===== src/rtl/usbrx_pkg.sv =====
package usbrx_pkg;

    // Wire pair as {D+, D-}
    typedef enum logic [1:0] {
        LS_SE0 = 2'b00,
        LS_J   = 2'b01,
        LS_K   = 2'b10,
        LS_SE1 = 2'b11
    } line_e;

    typedef enum logic [1:0] {
        ST_IDLE,
        ST_HUNT,
        ST_DATA,
        ST_DRAIN
    } rx_state_e;

    // NRZI level carried by D-: J is high, K is low
    function automatic logic level_of(line_e ls);
        return ls[0];
    endfunction

    function automatic int min_one(int v);
        return (v < 1) ? 1 : v;
    endfunction

endpackage


===== src/rtl/usbrx_sync.sv =====
module usbrx_sync #(
    parameter int           W       = 2,
    parameter logic [W-1:0] RST_VAL = '0
) (
    input  logic         clk,
    input  logic         rst,
    input  logic [W-1:0] d_in,
    output logic [W-1:0] q_out
);
    for (genvar i = 0; i < W; i++) begin : g_bit
        logic meta, stable;
        always_ff @(posedge clk) begin
            if (rst) begin
                meta   <= RST_VAL[i];
                stable <= RST_VAL[i];
            end else begin
                meta   <= d_in[i];
                stable <= meta;
            end
        end
        assign q_out[i] = stable;
    end
endmodule


===== src/rtl/usbrx_bittimer.sv =====
module usbrx_bittimer import usbrx_pkg::*; #(
    parameter int CLK_NUM = 32,
    parameter int CLK_DEN = 3
) (
    input  logic clk,
    input  logic rst,
    input  logic align,
    input  logic run,
    output logic stb
);
    localparam int BASE = CLK_NUM / CLK_DEN;
    localparam int REM  = CLK_NUM % CLK_DEN;
    localparam int HALF = min_one(CLK_NUM / (2 * CLK_DEN));
    localparam int CW   = $clog2(BASE + 2);
    localparam int AW   = $clog2(CLK_DEN + 1);

    logic [CW-1:0] cnt;
    logic [AW-1:0] acc;
    logic [AW:0]   acc_sum;
    logic          leap;

    always_comb begin
        acc_sum = {1'b0, acc} + (AW+1)'(REM);
        leap    = (acc_sum >= (AW+1)'(CLK_DEN));
        stb     = run && !align && (cnt == '0);
    end

    always_ff @(posedge clk) begin
        if (rst) begin
            cnt <= '0;
            acc <= '0;
        end else if (align) begin
            cnt <= CW'(HALF - 1);
            acc <= '0;
        end else if (run) begin
            if (cnt == '0) begin
                if (leap) begin
                    cnt <= CW'(BASE);
                    acc <= AW'(acc_sum - (AW+1)'(CLK_DEN));
                end else begin
                    cnt <= CW'(BASE - 1);
                    acc <= AW'(acc_sum);
                end
            end else begin
                cnt <= cnt - 1'b1;
            end
        end
    end
endmodule


===== src/rtl/usbrx_unpack.sv =====
module usbrx_unpack (
    input  logic       clk,
    input  logic       rst,
    input  logic       clear,
    input  logic       bit_stb,
    input  logic       level,
    output logic       byte_vld,
    output logic [7:0] byte_q,
    output logic [2:0] ones_run
);
    logic       prev_lvl;
    logic [2:0] nbits;
    logic       dbit;
    logic       stuffed;

    always_comb begin
        dbit    = (level == prev_lvl);
        stuffed = (ones_run == 3'd6);
    end

    always_ff @(posedge clk) begin
        if (rst || clear) begin
            prev_lvl <= 1'b0;
            ones_run <= '0;
            byte_q   <= '0;
            nbits    <= '0;
            byte_vld <= 1'b0;
        end else begin
            byte_vld <= 1'b0;
            if (bit_stb) begin
                prev_lvl <= level;
                if (stuffed) begin
                    ones_run <= '0;
                end else begin
                    byte_q   <= {dbit, byte_q[7:1]};
                    ones_run <= dbit ? ones_run + 1'b1 : 3'd0;
                    nbits    <= nbits + 1'b1;
                    if (nbits == 3'd7) byte_vld <= 1'b1;
                end
            end
        end
    end
endmodule


===== src/rtl/usb_ls_rx.sv =====
module usb_ls_rx import usbrx_pkg::*; #(
    parameter int CLK_NUM       = 32,
    parameter int CLK_DEN       = 3,
    parameter int BUF_BYTES     = 11,
    parameter int SYNC_TMO_BITS = 3,
    localparam int ADDR_W = (BUF_BYTES > 1) ? $clog2(BUF_BYTES) : 1,
    localparam int CNT_W  = $clog2(BUF_BYTES + 1)
) (
    input  logic              clk,
    input  logic              rst,
    input  logic              dp_in,
    input  logic              dm_in,
    output logic              wr_en,
    output logic [ADDR_W-1:0] wr_addr,
    output logic [7:0]        wr_data,
    output logic [CNT_W-1:0]  byte_cnt,
    output logic              pkt_done,
    output logic              overflow,
    output logic              sync_err
);
    localparam int TMO_CLKS = min_one(SYNC_TMO_BITS * CLK_NUM / CLK_DEN);
    localparam int TW       = $clog2(TMO_CLKS + 1);

    logic [1:0] sync_q;
    line_e      line, prv_line;
    rx_state_e  state;
    logic       k_edge, align, run, stb;
    logic       samp_k, confirm, data_stb, eop;
    logic [TW-1:0] tmo;
    logic       byte_vld;
    logic [7:0] byte_q;
    logic [2:0] ones_run;

    usbrx_sync #(.W(2), .RST_VAL(2'b01)) u_sync (
        .clk   (clk),
        .rst   (rst),
        .d_in  ({dp_in, dm_in}),
        .q_out (sync_q)
    );

    always_comb begin
        line     = line_e'(sync_q);
        k_edge   = (line == LS_K) && (prv_line == LS_J);
        align    = k_edge && (state == ST_IDLE || state == ST_HUNT);
        run      = (state == ST_HUNT) || (state == ST_DATA);
        confirm  = (state == ST_HUNT) && stb && (line == LS_K) && samp_k;
        data_stb = (state == ST_DATA) && stb && (line != LS_SE0);
        eop      = (state == ST_DATA) && stb && (line == LS_SE0);
    end

    usbrx_bittimer #(.CLK_NUM(CLK_NUM), .CLK_DEN(CLK_DEN)) u_timer (
        .clk   (clk),
        .rst   (rst),
        .align (align),
        .run   (run),
        .stb   (stb)
    );

    usbrx_unpack u_unpack (
        .clk      (clk),
        .rst      (rst),
        .clear    (confirm),
        .bit_stb  (data_stb),
        .level    (level_of(line)),
        .byte_vld (byte_vld),
        .byte_q   (byte_q),
        .ones_run (ones_run)
    );

    always_ff @(posedge clk) begin
        if (rst) begin
            state    <= ST_IDLE;
            prv_line <= LS_J;
            samp_k   <= 1'b0;
            tmo      <= '0;
            wr_en    <= 1'b0;
            wr_addr  <= '0;
            wr_data  <= '0;
            byte_cnt <= '0;
            pkt_done <= 1'b0;
            overflow <= 1'b0;
            sync_err <= 1'b0;
        end else begin
            prv_line <= line;
            wr_en    <= 1'b0;
            pkt_done <= 1'b0;
            overflow <= 1'b0;
            sync_err <= 1'b0;
            unique case (state)
                ST_IDLE: begin
                    if (k_edge) begin
                        state  <= ST_HUNT;
                        samp_k <= 1'b0;
                        tmo    <= '0;
                    end
                end
                ST_HUNT: begin
                    tmo <= k_edge ? '0 : tmo + 1'b1;
                    if (confirm) begin
                        state    <= ST_DATA;
                        byte_cnt <= '0;
                    end else begin
                        if (stb) samp_k <= (line == LS_K);
                        if (!k_edge && tmo == TW'(TMO_CLKS - 1)) begin
                            sync_err <= 1'b1;
                            state    <= ST_IDLE;
                        end
                    end
                end
                ST_DATA: begin
                    if (eop) begin
                        pkt_done <= 1'b1;
                        state    <= ST_IDLE;
                    end else if (byte_vld) begin
                        if (byte_cnt == CNT_W'(BUF_BYTES)) begin
                            overflow <= 1'b1;
                            state    <= ST_DRAIN;
                        end else begin
                            wr_en    <= 1'b1;
                            wr_addr  <= byte_cnt[ADDR_W-1:0];
                            wr_data  <= byte_q;
                            byte_cnt <= byte_cnt + 1'b1;
                        end
                    end
                end
                ST_DRAIN: begin
                    if (line == LS_SE0) state <= ST_IDLE;
                end
                default: state <= ST_IDLE;
            endcase
        end
    end
endmodule


===== config.mk =====
export PLATFORM = sky130hd
export DESIGN_NAME = usb_ls_rx
export DESIGN_NICKNAME = d
export VERILOG_FILES = /design/src/rtl/usbrx_pkg.sv /design/src/rtl/usbrx_sync.sv /design/src/rtl/usbrx_bittimer.sv /design/src/rtl/usbrx_unpack.sv /design/src/rtl/usb_ls_rx.sv
export SDC_FILE = /design/constraint.sdc
export NUM_CORES = 1
export LEC_CHECK = 0
export ABC_AREA = 1
export BUFFER_PORTS_ARGS = -buffer_cell sky130_fd_sc_hd__buf_2
export CORE_MARGIN = 2
export CORE_UTILIZATION = 35
export DETAILED_ROUTE_END_ITERATION = 10
export PLACE_DENSITY = 0.55
export SYNTH_ARGS = -nofsm -noshare
export SYNTH_HDL_FRONTEND = slang
export SYNTH_SLANG_ARGS = --single-unit

===== constraint.sdc =====
create_clock -name clk -period 3 [get_ports clk]
set_input_delay 0.6 -clock clk [delete_from_list [all_inputs] [get_ports clk]]
set_output_delay 0.6 -clock clk [all_outputs]
set_load 0.05 [all_outputs]

==> Flow_metrics.wiki, run 1 <==
{| class="wikitable"
! Metric !! Value
|-
| Post-detailed-route count of antenna-violating nets || 0
|-
| Cell taking the most area after synthesis || sky130_fd_sc_hd__dfxtp_1
|-
| Area used by multi-input combinational logic || 1240 um^2
|-
| Number of hold violations in the final report || 0
|-
| Post-Route WL || 5430 um
|-
| Total Die Area || 8030 um^2
|-
| Critical Path End Type || flop
|-
| Most used cell along the critical path || sky130_fd_sc_hd__inv_1
|-
| Vias in the first global route || 1943
|-
| Worst reg2reg setup slack || 840 ps
|-
| Initial antenna violation count || 0
|-
| Iteration-0 DRC Markers || 95
|-
| CTS H-Tree Depth || 3
|-
| Clock tree from TritonCTS || yes
|-
| Total Routing Usage GR || 0.151
|-
| Run status || finished clean
|-
| Vias per cell || 4.61
|-
| Global-route wire length before repair || 8980 um
|-
| RD Place Congestion || 0.863
|-
| Highest metal layer used by the detailed router || met4
|-
| Number of I/O port buffers || 23
|-
| Total I/O pin count || 24
|-
| Met1 layer wirelength in the final routing || 2680 um
|-
| Floorplan row count || 31
|-
| Reg-to-reg critical path startpoint || state[0]$_SDFFE_PP0P_
|-
| Final setup violating endpoints || 0
|-
| Critical path's largest stage delay || 400 ps
|-
| Detailed Place HPWL || 3790 um
|-
| Leakage power figure || 1.32 nW
|-
| Ordered cell list for the critical path || inv_1, ha_1, inv_1, nor2_4, nand2_4, nor3_2, nand2_2, inv_2, nand2_1, a21oi_1
|-
| Residual DRC || 0
|-
| Met2 wirelength from detailed routing || 2390 um
|-
| Signed area change from the synthesized netlist to the final layout || 15.7%
|-
| Per-cell routed wire length || 11.7 um
|-
| Sequential standard cell area || 1140 um^2
|-
| Transition time of the tightest slew-check pin || 440 ps
|-
| Cell area after technology mapping || 2560 um^2
|-
| Share of cells above drive strength 1 || 0.165
|-
| Placement Cell Area || 2760 um^2
|-
| Netlist cell types || 33
|-
| Avg Inst Size Synth || 7.70 um^2
|-
| Number of fillers in the final layout || 741
|-
| Post-Synthesis Cells || 333
|-
| Core region area || 7180 um^2
|-
| Unrepaired setup endpoints after global routing || false
|-
| Slew headroom || 0.703
|-
| Total via count after detailed routing || 2135
|-
| Total number of cells along the worst setup path || 10
|-
| Clock Skews || 8.37 ps
|-
| Die Y-Extent || 89.6 um
|-
| Power density over the cells || 751 nW/um^2
|-
| Commonest register cell after synthesis || sky130_fd_sc_hd__dfxtp_1
|-
| Most area-consuming cells after synthesis || sky130_fd_sc_hd__dfxtp_1, sky130_fd_sc_hd__nor2_1, sky130_fd_sc_hd__ha_1
|-
| Max Cap Violations || 0
|-
| Part of the cycle the worst path needs || 0.720
|-
| Clock Tree Buf Depth || 2
|-
| Classification of the worst setup path || reg2reg
|-
| Power Total || 2.23 mW
|-
| Buf+Inv Stages, Crit Path || 3
|-
| Area share of the leading cell type in the synthesized netlist || 0.445
|-
| Buffer cell driving the clock tree root || sky130_fd_sc_hd__clkbuf_8
|-
| Sum of met3 wire segment lengths after detailed routing || 246 um
|-
| Post-CTS Resized || 0
|-
| Clock transition time at the flip-flop clock pins of the worst setup and hold paths || 70 ps
|-
| Reg-to-reg endpoint || u_unpack.byte_q[7]$_SDFFE_PP0P_
|-
| Number of cells on the worst reg-to-reg path || 10
|-
| Drt pass-1 iters || 4
|-
| Clock network latency to the later pin of the worst-skew pair || 350 ps
|-
| Final-layout worst hold slack || 414 ps
|-
| Post-synth top cells || sky130_fd_sc_hd__nor2_1, sky130_fd_sc_hd__dfxtp_1, sky130_fd_sc_hd__nand2_1, sky130_fd_sc_hd__inv_1, sky130_fd_sc_hd__o21ai_0
|-
| Clock sinks || 57
|-
| Count of flip-flops with a built-in enable after synthesis || 0
|-
| Clock buffer count from CTS || 9
|-
| Classification of the worst-slack hold path || reg2reg
|-
| Fraction of synthesis flops using an asynchronous set or reset pin || 0
|-
| Highest attainable clock frequency || 0.463 GHz
|-
| Final #Nets || 378
|-
| Antenna cells || 0
|-
| Critical path launch point || state[0]$_SDFFE_PP0P_
|-
| Cell with the most instances after synthesis || sky130_fd_sc_hd__nor2_1
|-
| Total congestion overflow after global routing || 0
|-
| Arrival time of the worst setup path || 2440 ps
|-
| End of the critical path || u_unpack.byte_q[7]$_SDFFE_PP0P_
|-
| Nature of the critical path startpoint || flop
|-
| Required time reported for the critical path endpoint || 3280 ps
|-
| Critical Path Fanout Max || 14
|-
| Post-synthesis net count || 352
|-
| Post-route setup TNS || 0 ps
|-
| Proportion of synthesized chip area in sequential cells || 0.445
|-
| Worst ir drop on vdd || 0.000344 V
|-
| Post-layout instance area || 2970 um^2
|-
| Post CTS Setup Buffer Count || 0
|-
| Count of final max-slew check failures || 0
|-
| Total of flip-flops plus latches after synthesis || 57
|-
| Initial core utilization || 0.357
|-
| Fin crit period || 2160 ps
|-
| CP delay by family, top || simple AND/OR/NAND/NOR gates
|-
| Die width || 89.6 um
|-
| Maximum number of pins on one net before global-route repair || 19
|-
| Synthesis Warnings || 0
|-
| Master of the slowest instance on the critical path || sky130_fd_sc_hd__dfxtp_1
|-
| Post-cts hold buffer count || 0
|}
## logic make-up after synthesis
group	after synthesis	share of synthesized area
AND/OR/NAND/NOR	154	0.269
AO/OA/AOI/OAI	58	0.125
buffers and inverters	44	0.0712
flip-flops	57	0.445
adder cells (fa/ha/maj)	15	0.0732
XOR/XNOR	5	0.0171
## sequential cells by signal, indices dropped and copies added (netlist names), 3 cells and up
name	flops
byte_cnt	4
tmo	6
u_timer.cnt	4
u_unpack.byte_q	8
u_unpack.nbits	3
u_unpack.ones_run	3
wr_addr	4
wr_data	8
## power by group
part / switching, mW / leakage, nW / internal [mW]
clock: 0.299 / 0.107 / 0.451
combinational: 0.399 / 0.755 / 0.206
sequential: 0.0487 / 0.462 / 0.826
## area by class of cell
| type | instances | area share |
|---|---|---|
| Clock buffer | 14 | 0.0582 |
| Clock inverter | 2 | 0.0118 |
| Inverter | 35 | 0.0443 |
| Multi-Input combinational cell | 232 | 0.418 |
| Sequential cell | 57 | 0.384 |
| Tap cell | 99 | 0.0417 |
| Timing Repair Buffer | 24 | 0.0413 |
## tightest hold or removal path: stages, from the launching register on
cell	delay, ps
sky130_fd_sc_hd__dfxtp_1	300
sky130_fd_sc_hd__inv_1	40
sky130_fd_sc_hd__nor2_1	30
## how the worst min path moves through the flow
| stage | from | to | slack [ps] | cells past startpoint |
|---|---|---|---|---|
| 4_1_cts | u_sync.g_bit[1].meta$_SDFF_PP0_ | u_sync.g_bit[1].stable$_SDFF_PP0_ | 420 | 2 |
| 5_1_grt | dm_in | u_sync.g_bit[0].meta$_SDFF_PP1_ | 420 | 2 |
| 6_report | u_sync.g_bit[1].meta$_SDFF_PP0_ | u_sync.g_bit[1].stable$_SDFF_PP0_ | 410 | 2 |
| 3_5_place_dp | u_sync.g_bit[1].meta$_SDFF_PP0_ | u_sync.g_bit[1].stable$_SDFF_PP0_ | 400 | 2 |
| 2_1_floorplan | u_sync.g_bit[1].meta$_SDFF_PP0_ | u_sync.g_bit[1].stable$_SDFF_PP0_ | 390 | 2 |
| 3_3_place_gp | u_sync.g_bit[1].meta$_SDFF_PP0_ | u_sync.g_bit[1].stable$_SDFF_PP0_ | 400 | 2 |
## per-stage QoR
step / setup WS, ps / instances / util
2_1_floorplan: 1220 / 333 / -
3_3_place_gp: 861 / 447 / 0.385
3_5_place_dp: 837 / 447 / 0.385
4_1_cts: 819 / 463 / 0.414
5_1_grt: 637 / 463 / 0.414
6_report: 840 / 463 / 0.414
## metal layers
metal	GRT usage	vias up
met5	0	-
met4	0.0529	0
met3	0.0731	13
met2	0.232	34
met1	0.184	960
li1	-	1128
## placed cells by master (no fill, tap or decap), types with 2 or more instances in the layout
| cell | Yosys | routed |
|---|---|---|
| sky130_fd_sc_hd__nor2_1 | 67 | 67 |
| sky130_fd_sc_hd__dfxtp_1 | 57 | 57 |
| sky130_fd_sc_hd__nand2_1 | 47 | 47 |
| sky130_fd_sc_hd__inv_1 | 31 | 31 |
| sky130_fd_sc_hd__buf_2 | 2 | 23 |
| sky130_fd_sc_hd__o21ai_0 | 22 | 22 |
| sky130_fd_sc_hd__a21oi_1 | 19 | 19 |
| sky130_fd_sc_hd__ha_1 | 15 | 15 |
| sky130_fd_sc_hd__clkbuf_8 | 0 | 12 |
| sky130_fd_sc_hd__nand3_1 | 11 | 11 |
| sky130_fd_sc_hd__o21ai_1 | 9 | 9 |
| sky130_fd_sc_hd__nor3_1 | 6 | 6 |
| sky130_fd_sc_hd__nand2_2 | 4 | 4 |
| sky130_fd_sc_hd__inv_2 | 4 | 4 |
| sky130_fd_sc_hd__or2_2 | 4 | 4 |
| sky130_fd_sc_hd__nand4_1 | 3 | 3 |
| sky130_fd_sc_hd__nor2_4 | 3 | 3 |
| sky130_fd_sc_hd__xnor2_1 | 3 | 3 |
| sky130_fd_sc_hd__and3_1 | 2 | 2 |
| sky130_fd_sc_hd__a31oi_1 | 2 | 2 |
| sky130_fd_sc_hd__nand3_2 | 2 | 2 |
| sky130_fd_sc_hd__xor2_1 | 2 | 2 |
| sky130_fd_sc_hd__o221ai_1 | 2 | 2 |
| sky130_fd_sc_hd__clkbuf_1 | 5 | 2 |
Power figures use the tool's default switching activity.
==> run 2, diff against run 1 <==
==> constraint.sdc (replaced) <==
create_clock -name clk -period 2.23 [get_ports clk]
set_input_delay 0.446 -clock clk [delete_from_list [all_inputs] [get_ports clk]]
set_output_delay 0.446 -clock clk [all_outputs]
set_load 0.05 [all_outputs]
==> Flow_metrics.wiki, run 2 (synthesis results as in run 1) <==
{| class="wikitable"
! Metric !! Value
|-
| Clock tree from TritonCTS || yes
|-
| Final #Nets || 381 (+0.79%)
|-
| Count of final max-slew check failures || 0 (unchanged)
|-
| Residual DRC || 0 (unchanged)
|-
| Post-detailed-route count of antenna-violating nets || 0 (unchanged)
|-
| Placement Cell Area || 2780 um^2 (+0.54%)
|-
| Core region area || 7180 um^2 (unchanged)
|-
| Transition time of the tightest slew-check pin || 442 ps (+1.50 ps)
|-
| Post-layout instance area || 3040 um^2 (+2.3%)
|-
| Critical path's largest stage delay || 390 ps (about the same)
|-
| Clock buffer count from CTS || 9 (unchanged)
|-
| Slew headroom || 0.702 (-0.00101)
|-
| Total congestion overflow after global routing || 0 (unchanged)
|-
| Total Routing Usage GR || 0.148 (-0.00255)
|-
| Per-cell routed wire length || 11.5 um (-1.9%)
|-
| Most frequent cells in the layout || sky130_fd_sc_hd__nor2_1, sky130_fd_sc_hd__dfxtp_1, sky130_fd_sc_hd__nand2_1, sky130_fd_sc_hd__inv_1, sky130_fd_sc_hd__buf_2
|-
| Fin crit period || 2020 ps (-139 ps)
|-
| Detailed Place HPWL || 3820 um (+0.77%)
|-
| CTS H-Tree Depth || 3 (unchanged)
|-
| Total Die Area || 8030 um^2 (unchanged)
|-
| Arrival time of the worst setup path || 2290 ps (-150 ps)
|-
| Highest attainable clock frequency || 0.495 GHz (+6.9%)
|-
| Critical Path Fanout Max || 14 (unchanged)
|-
| Biggest regs || u_unpack.byte_q: 8 flops, wr_data: 8 flops, tmo: 6 flops
|-
| Commonest non-fill, non-tap cell in the layout || sky130_fd_sc_hd__nor2_1
|-
| Part of the cycle the worst path needs || 0.906 (+0.186)
|-
| Signed area change from the synthesized netlist to the final layout || 18.3%
|-
| Unrepaired setup endpoints after global routing || false
|-
| Run status || finished clean
|-
| Max Cap Violations || 0 (unchanged)
|-
| Antenna cells || 0 (unchanged)
|-
| Final setup violating endpoints || 0 (unchanged)
|-
| Post-route setup TNS || 0 ps (unchanged)
|-
| Clock Skews || 8.49 ps (+0.124 ps)
|-
| Clock sinks || 57 (unchanged)
|-
| Clock Tree Buf Depth || 2 (unchanged)
|-
| Total I/O pin count || 24 (unchanged)
|-
| Classification of the worst setup path || reg2reg
|-
| Leakage power figure || 1.35 nW (+1.8%)
|-
| Classification of the worst-slack hold path || in2reg
|-
| Clock transition time at the flip-flop clock pins of the worst setup and hold paths || 70 ps (about the same)
|-
| RD Place Congestion || 0.914 (+5.8%)
|-
| Number of hold violations in the final report || 0 (unchanged)
|-
| Non-filler instance count after layout || 466 (+0.65%)
|-
| Buf+Inv Stages, Crit Path || 3 (unchanged)
|-
| Share of cells above drive strength 1 || 0.180 (+0.0150)
|-
| Placed cells || 449 (+0.45%)
|-
| Global-route wire length before repair || 9040 um (+0.70%)
|-
| Power density over the cells || 1050 nW/um^2 (+40%)
|-
| Required time reported for the critical path endpoint || 2500 ps (-780 ps)
|-
| Ordered cell list for the critical path || inv_1, ha_2, inv_1, nor2_4, nand2_4, nor3_2, nand2_4, inv_4, nand2_1, a21oi_1
|-
| Total via count after detailed routing || 2136 (+0.047%)
|-
| Final core area utilization || 0.423 (+0.00942)
|-
| Iteration-0 DRC Markers || 82 (-14%)
|-
| Die Y-Extent || 89.6 um (unchanged)
|-
| Buffer cell driving the clock tree root || sky130_fd_sc_hd__clkbuf_8
|-
| Post-Route WL || 5360 um (-1.3%)
|-
| Vias in the first global route || 2001 (+3.0%)
|-
| Vias per cell || 4.58 (-0.60%)
|-
| Floorplan row count || 31 (unchanged)
|-
| Initial antenna violation count || 0 (unchanged)
|-
| Critical Path End Type || flop
|-
| Nature of the critical path startpoint || flop
|-
| Initial core utilization || 0.357 (unchanged)
|-
| Die width || 89.6 um (unchanged)
|-
| Drt pass-1 iters || 4 (unchanged)
|-
| CP delay by family, top || simple AND/OR/NAND/NOR gates
|-
| Clock network latency to the later pin of the worst-skew pair || 340 ps (about the same)
|-
| Maximum number of pins on one net before global-route repair || 19 (unchanged)
|-
| Worst ir drop on vdd || 0.000474 V (+38%)
|-
| Number of I/O port buffers || 23 (unchanged)
|-
| Master of the slowest instance on the critical path || sky130_fd_sc_hd__ha_2
|}
## run 2: cell count changes in the layout (fill, tap and decap cells not counted), sizes merged
cell,change
buf,+3
bufinv,+2
clkbuf,-5
clkinv,+1
clkinvlp,+2
## run 2: worst register-to-register path, stage by stage, from the launching register on
cell                      delay, ps
sky130_fd_sc_hd__dfxtp_1        380
sky130_fd_sc_hd__inv_1          110
sky130_fd_sc_hd__ha_2           390
sky130_fd_sc_hd__inv_1           90
sky130_fd_sc_hd__nor2_4         140
sky130_fd_sc_hd__nand2_4        100
sky130_fd_sc_hd__nor3_2         190
sky130_fd_sc_hd__nand2_4        160
sky130_fd_sc_hd__inv_4          160
sky130_fd_sc_hd__nand2_1         90
sky130_fd_sc_hd__a21oi_1        140
## run 2: final timing paths
path,start,end,cells after the start,slack [ps]
min reg2reg,u_sync.g_bit[1].meta$_SDFF_PP0_,u_sync.g_bit[1].stable$_SDFF_PP0_,2,410
min,dm_in,u_sync.g_bit[0].meta$_SDFF_PP1_,2,290
max reg2reg,state[1]$_SDFFE_PP0P_,u_unpack.byte_q[7]$_SDFFE_PP0P_,10,210
max,state[1]$_SDFFE_PP0P_,u_unpack.byte_q[7]$_SDFFE_PP0P_,10,210
## run 2: stage by stage
| stage | total power, mW | hold WS, ps | setup WS (ps) |
|---|---|---|---|
| 5_1_grt | 3.42 | 275 | 1.04 |
| 2_1_floorplan | 1.85 | 388 | 448 |
| 6_report | 3.20 | 294 | 210 |
| 3_3_place_gp | 2.01 | 396 | 81.6 |
| 4_1_cts | 3.20 | 279 | 15.5 |
| 3_5_place_dp | 2.02 | 392 | 25.9 |
## run 2: power by group
part	switching, mW	total (mW)	internal [mW]
clock network	0.427	1.17	0.741
registers	0.0653	1.18	1.11
logic	0.554	0.857	0.303
total	1.05	3.20	2.15
## run 2: timing repair
item	CTS	global route
hold buffers	0	0
endpoints found under the setup margin	0	30
gates resized for setup	0	4
setup buffers	0	1
## run 2: layout make-up
| cell class | count | area [um^2] |
|---|---|---|
| clock inverter | 7 | 119 |
| sequential | 57 | 1140 |
| multi-input combinational | 232 | 1250 |
| inverter | 35 | 134 |
| timing repair buffer | 27 | 145 |
| clock buffer | 9 | 124 |
| fill | 739 | 4140 |
| tap | 99 | 124 |
## run 2: layer usage
metal	wire, um	vias to the layer above	part of all wire	GRT usage
met2	2450	40	0.46	0.232
met4	63	0	0.012	0.0488
met1	2570	960	0.48	0.184
met3	269	7	0.050	0.0640
met5	0	-	0	0
li1	-	1129	-	-
==> run 3, diff against run 2 <==
--- a/config.mk
+++ b/config.mk
@@ -11,6 +11,7 @@
 export CORE_UTILIZATION = 35
 export DETAILED_ROUTE_END_ITERATION = 10
 export PLACE_DENSITY = 0.55
+export REMOVE_ABC_BUFFERS = 1
 export SYNTH_ARGS = -nofsm -noshare
 export SYNTH_HDL_FRONTEND = slang
 export SYNTH_SLANG_ARGS = --single-unit
==> constraint.sdc (replaced) <==
create_clock -name clk -period 2.45 [get_ports clk]
set_input_delay 0.49 -clock clk [delete_from_list [all_inputs] [get_ports clk]]
set_output_delay 0.49 -clock clk [all_outputs]
set_load 0.05 [all_outputs]
==> Flow_metrics.wiki, run 3 (synthesis results as in run 1) <==
{| class="wikitable"
! Metric !! Value
|-
| Run status || finished clean
|-
| Number of cells on the worst reg-to-reg path || 10 (unchanged)
|-
| Die Y-Extent || 89.6 um (unchanged)
|-
| Clock Tree Buf Depth || 2 (unchanged)
|-
| Post-cts hold buffer count || 0 (unchanged)
|-
| Total I/O pin count || 24 (unchanged)
|-
| Post-detailed-route count of antenna-violating nets || 0 (unchanged)
|-
| Global-route wire length before repair || 9070 um (+0.30%)
|-
| Worst ir drop on vdd || 0.000333 V (-30%)
|-
| Clock tree from TritonCTS || yes
|-
| Classification of the worst setup path || reg2reg
|-
| Part of the cycle the worst path needs || 0.885 (-0.0207)
|-
| Maximum number of pins on one net before global-route repair || 18 (-1)
|-
| Detailed Place HPWL || 3710 um (-3.0%)
|-
| Die width || 89.6 um (unchanged)
|-
| Initial core utilization || 0.357 (unchanged)
|-
| Clock transition time at the flip-flop clock pins of the worst setup and hold paths || 70 ps (about the same)
|-
| CTS H-Tree Depth || 3 (unchanged)
|-
| Core region area || 7180 um^2 (unchanged)
|-
| Signed area change from the synthesized netlist to the final layout || 15.9%
|-
| Unrepaired setup endpoints after global routing || false
|-
| Post-route setup slack || 281 ps (+71.5 ps)
|-
| Worst reg2reg setup slack || 280 ps (+70 ps)
|-
| Sequential standard cell area || 1140 um^2 (unchanged)
|-
| Iteration-0 DRC Markers || 96 (+17%)
|-
| Count of final max-slew check failures || 0 (unchanged)
|-
| Nature of the critical path startpoint || flop
|-
| Highest attainable clock frequency || 0.461 GHz (-6.8%)
|-
| Power density over the cells || 914 nW/um^2 (-13%)
|-
| Non-filler instance count after layout || 464 (-0.43%)
|-
| Share of cells above drive strength 1 || 0.173 (-0.00723)
|-
| Clock sinks || 57 (unchanged)
|-
| Floorplan row count || 31 (unchanged)
|-
| Total Die Area || 8030 um^2 (unchanged)
|-
| Total congestion overflow after global routing || 0 (unchanged)
|-
| Slew headroom || 0.739 (+0.0368)
|-
| Number of fillers in the final layout || 742 (+0.41%)
|-
| Post CTS Setup Buffer Count || 0 (unchanged)
|-
| Leakage power figure || 1.32 nW (-2.2%)
|-
| RD Place Congestion || 0.828 (-9.4%)
|-
| Post-place setup slack || 266 ps (+240 ps)
|-
| Placed cells || 448 (-0.22%)
|-
| Drt pass-1 iters || 4 (unchanged)
|-
| Biggest regs || u_unpack.byte_q: 8 flops, wr_data: 8 flops, tmo: 6 flops
|-
| Critical Path Fanout Max || 14 (unchanged)
|-
| Buffer cell driving the clock tree root || sky130_fd_sc_hd__clkbuf_8
|-
| Antenna cells || 0 (unchanged)
|-
| Per-cell routed wire length || 11.3 um (-1.3%)
|-
| Number of hold violations in the final report || 0 (unchanged)
|-
| Post-CTS Resized || 0 (unchanged)
|-
| Required time reported for the critical path endpoint || 2720 ps (+220 ps)
|-
| Clock buffer count from CTS || 9 (unchanged)
|-
| Final #Nets || 379 (-0.52%)
|-
| Critical Path End Type || flop
|-
| Number of I/O port buffers || 23 (unchanged)
|-
| Total Routing Usage GR || 0.149 (+0.000704)
|-
| Commonest non-fill, non-tap cell in the layout || sky130_fd_sc_hd__nor2_1
|-
| Cells on Worst Hold Path || 2 (unchanged)
|-
| Post-Route WL || 5270 um (-1.7%)
|-
| Classification of the worst-slack hold path || in2reg
|-
| Clock network latency to the later pin of the worst-skew pair || 350 ps (about the same)
|-
| Arrival time of the worst setup path || 2440 ps (+150 ps)
|-
| Transition time of the tightest slew-check pin || 390 ps (-51.5 ps)
|-
| Residual DRC || 0 (unchanged)
|-
| Max Cap Violations || 0 (unchanged)
|-
| Post-route setup TNS || 0 ps (unchanged)
|-
| Final core area utilization || 0.414 (-0.00889)
|-
| Final setup violating endpoints || 0 (unchanged)
|-
| Fin crit period || 2170 ps (+148 ps)
|-
| Most used routing layer || met2
|-
| Vias in the first global route || 1953 (-2.4%)
|-
| Total via count after detailed routing || 2136 (unchanged)
|-
| Clock Skews || 12.4 ps (+3.95 ps)
|-
| Met2 routing resource usage after global routing || 0.228 (-0.00401)
|-
| Area used by multi-input combinational logic || 1240 um^2 (-0.60%)
|-
| Vias per cell || 4.60 (+0.43%)
|-
| Initial antenna violation count || 0 (unchanged)
|-
| Routing usage on met1 || 0.196 (+0.0116)
|-
| Met3 Resource Use GR || 0.0539 (-0.0101)
|-
| Most frequent cells in the layout || sky130_fd_sc_hd__nor2_1, sky130_fd_sc_hd__dfxtp_1, sky130_fd_sc_hd__nand2_1, sky130_fd_sc_hd__inv_1, sky130_fd_sc_hd__buf_2
|-
| Power Total || 2.72 mW (-15%)
|}
-- run 3: worst max-delay path, cell delays in order, from the launching register on --
cell	delay, ps
sky130_fd_sc_hd__dfxtp_1	380
sky130_fd_sc_hd__inv_1	110
sky130_fd_sc_hd__ha_1	370
sky130_fd_sc_hd__inv_1	100
sky130_fd_sc_hd__nor2_4	210
sky130_fd_sc_hd__nand2_4	110
sky130_fd_sc_hd__nor3_2	150
sky130_fd_sc_hd__nand2_2	190
sky130_fd_sc_hd__inv_2	250
sky130_fd_sc_hd__nand2_1	110
sky130_fd_sc_hd__a21oi_1	140
-- run 3: path summary, 6_finish.rpt --
path	startpoint	to
max	state[1]$_SDFFE_PP0P_	u_unpack.byte_q[7]$_SDFFE_PP0P_
min	dm_in	u_sync.g_bit[0].meta$_SDFF_PP1_
max reg2reg	state[1]$_SDFFE_PP0P_	u_unpack.byte_q[7]$_SDFFE_PP0P_
min reg2reg	u_sync.g_bit[1].meta$_SDFF_PP0_	u_sync.g_bit[1].stable$_SDFF_PP0_
-- run 3: cell type report --
type	instances	area share
Sequential cell	57	0.384
Inverter	35	0.0442
Clock inverter	7	0.0269
Timing Repair Buffer	25	0.0438
Multi-Input combinational cell	232	0.418
Clock buffer	9	0.0417
Tap cell	99	0.0417
-- run 3: layer usage --
metal / routed length (um) / vias to the layer above
met1: 2480 / 963
met4: 82 / 0
met5: 0 / -
li1: - / 1128
met3: 244 / 9
met2: 2460 / 36
-- run 3: metrics by stage --
step | hold WS, ps | instance area [um^2]
6_report | 334 | 2970
5_1_grt | 334 | 2970
4_1_cts | 325 | 2970
3_5_place_dp | 397 | 2770
3_3_place_gp | 397 | 2770
2_1_floorplan | 388 | 2510
-- run 3: report_power, final --
group	switching [mW]	internal [mW]	leakage [nW]	total, mW
Clock	0.432	0.477	0.0960	0.909
Sequential	0.0571	1.01	0.462	1.07
Combinational	0.489	0.252	0.760	0.740
Total	0.977	1.74	1.32	2.72
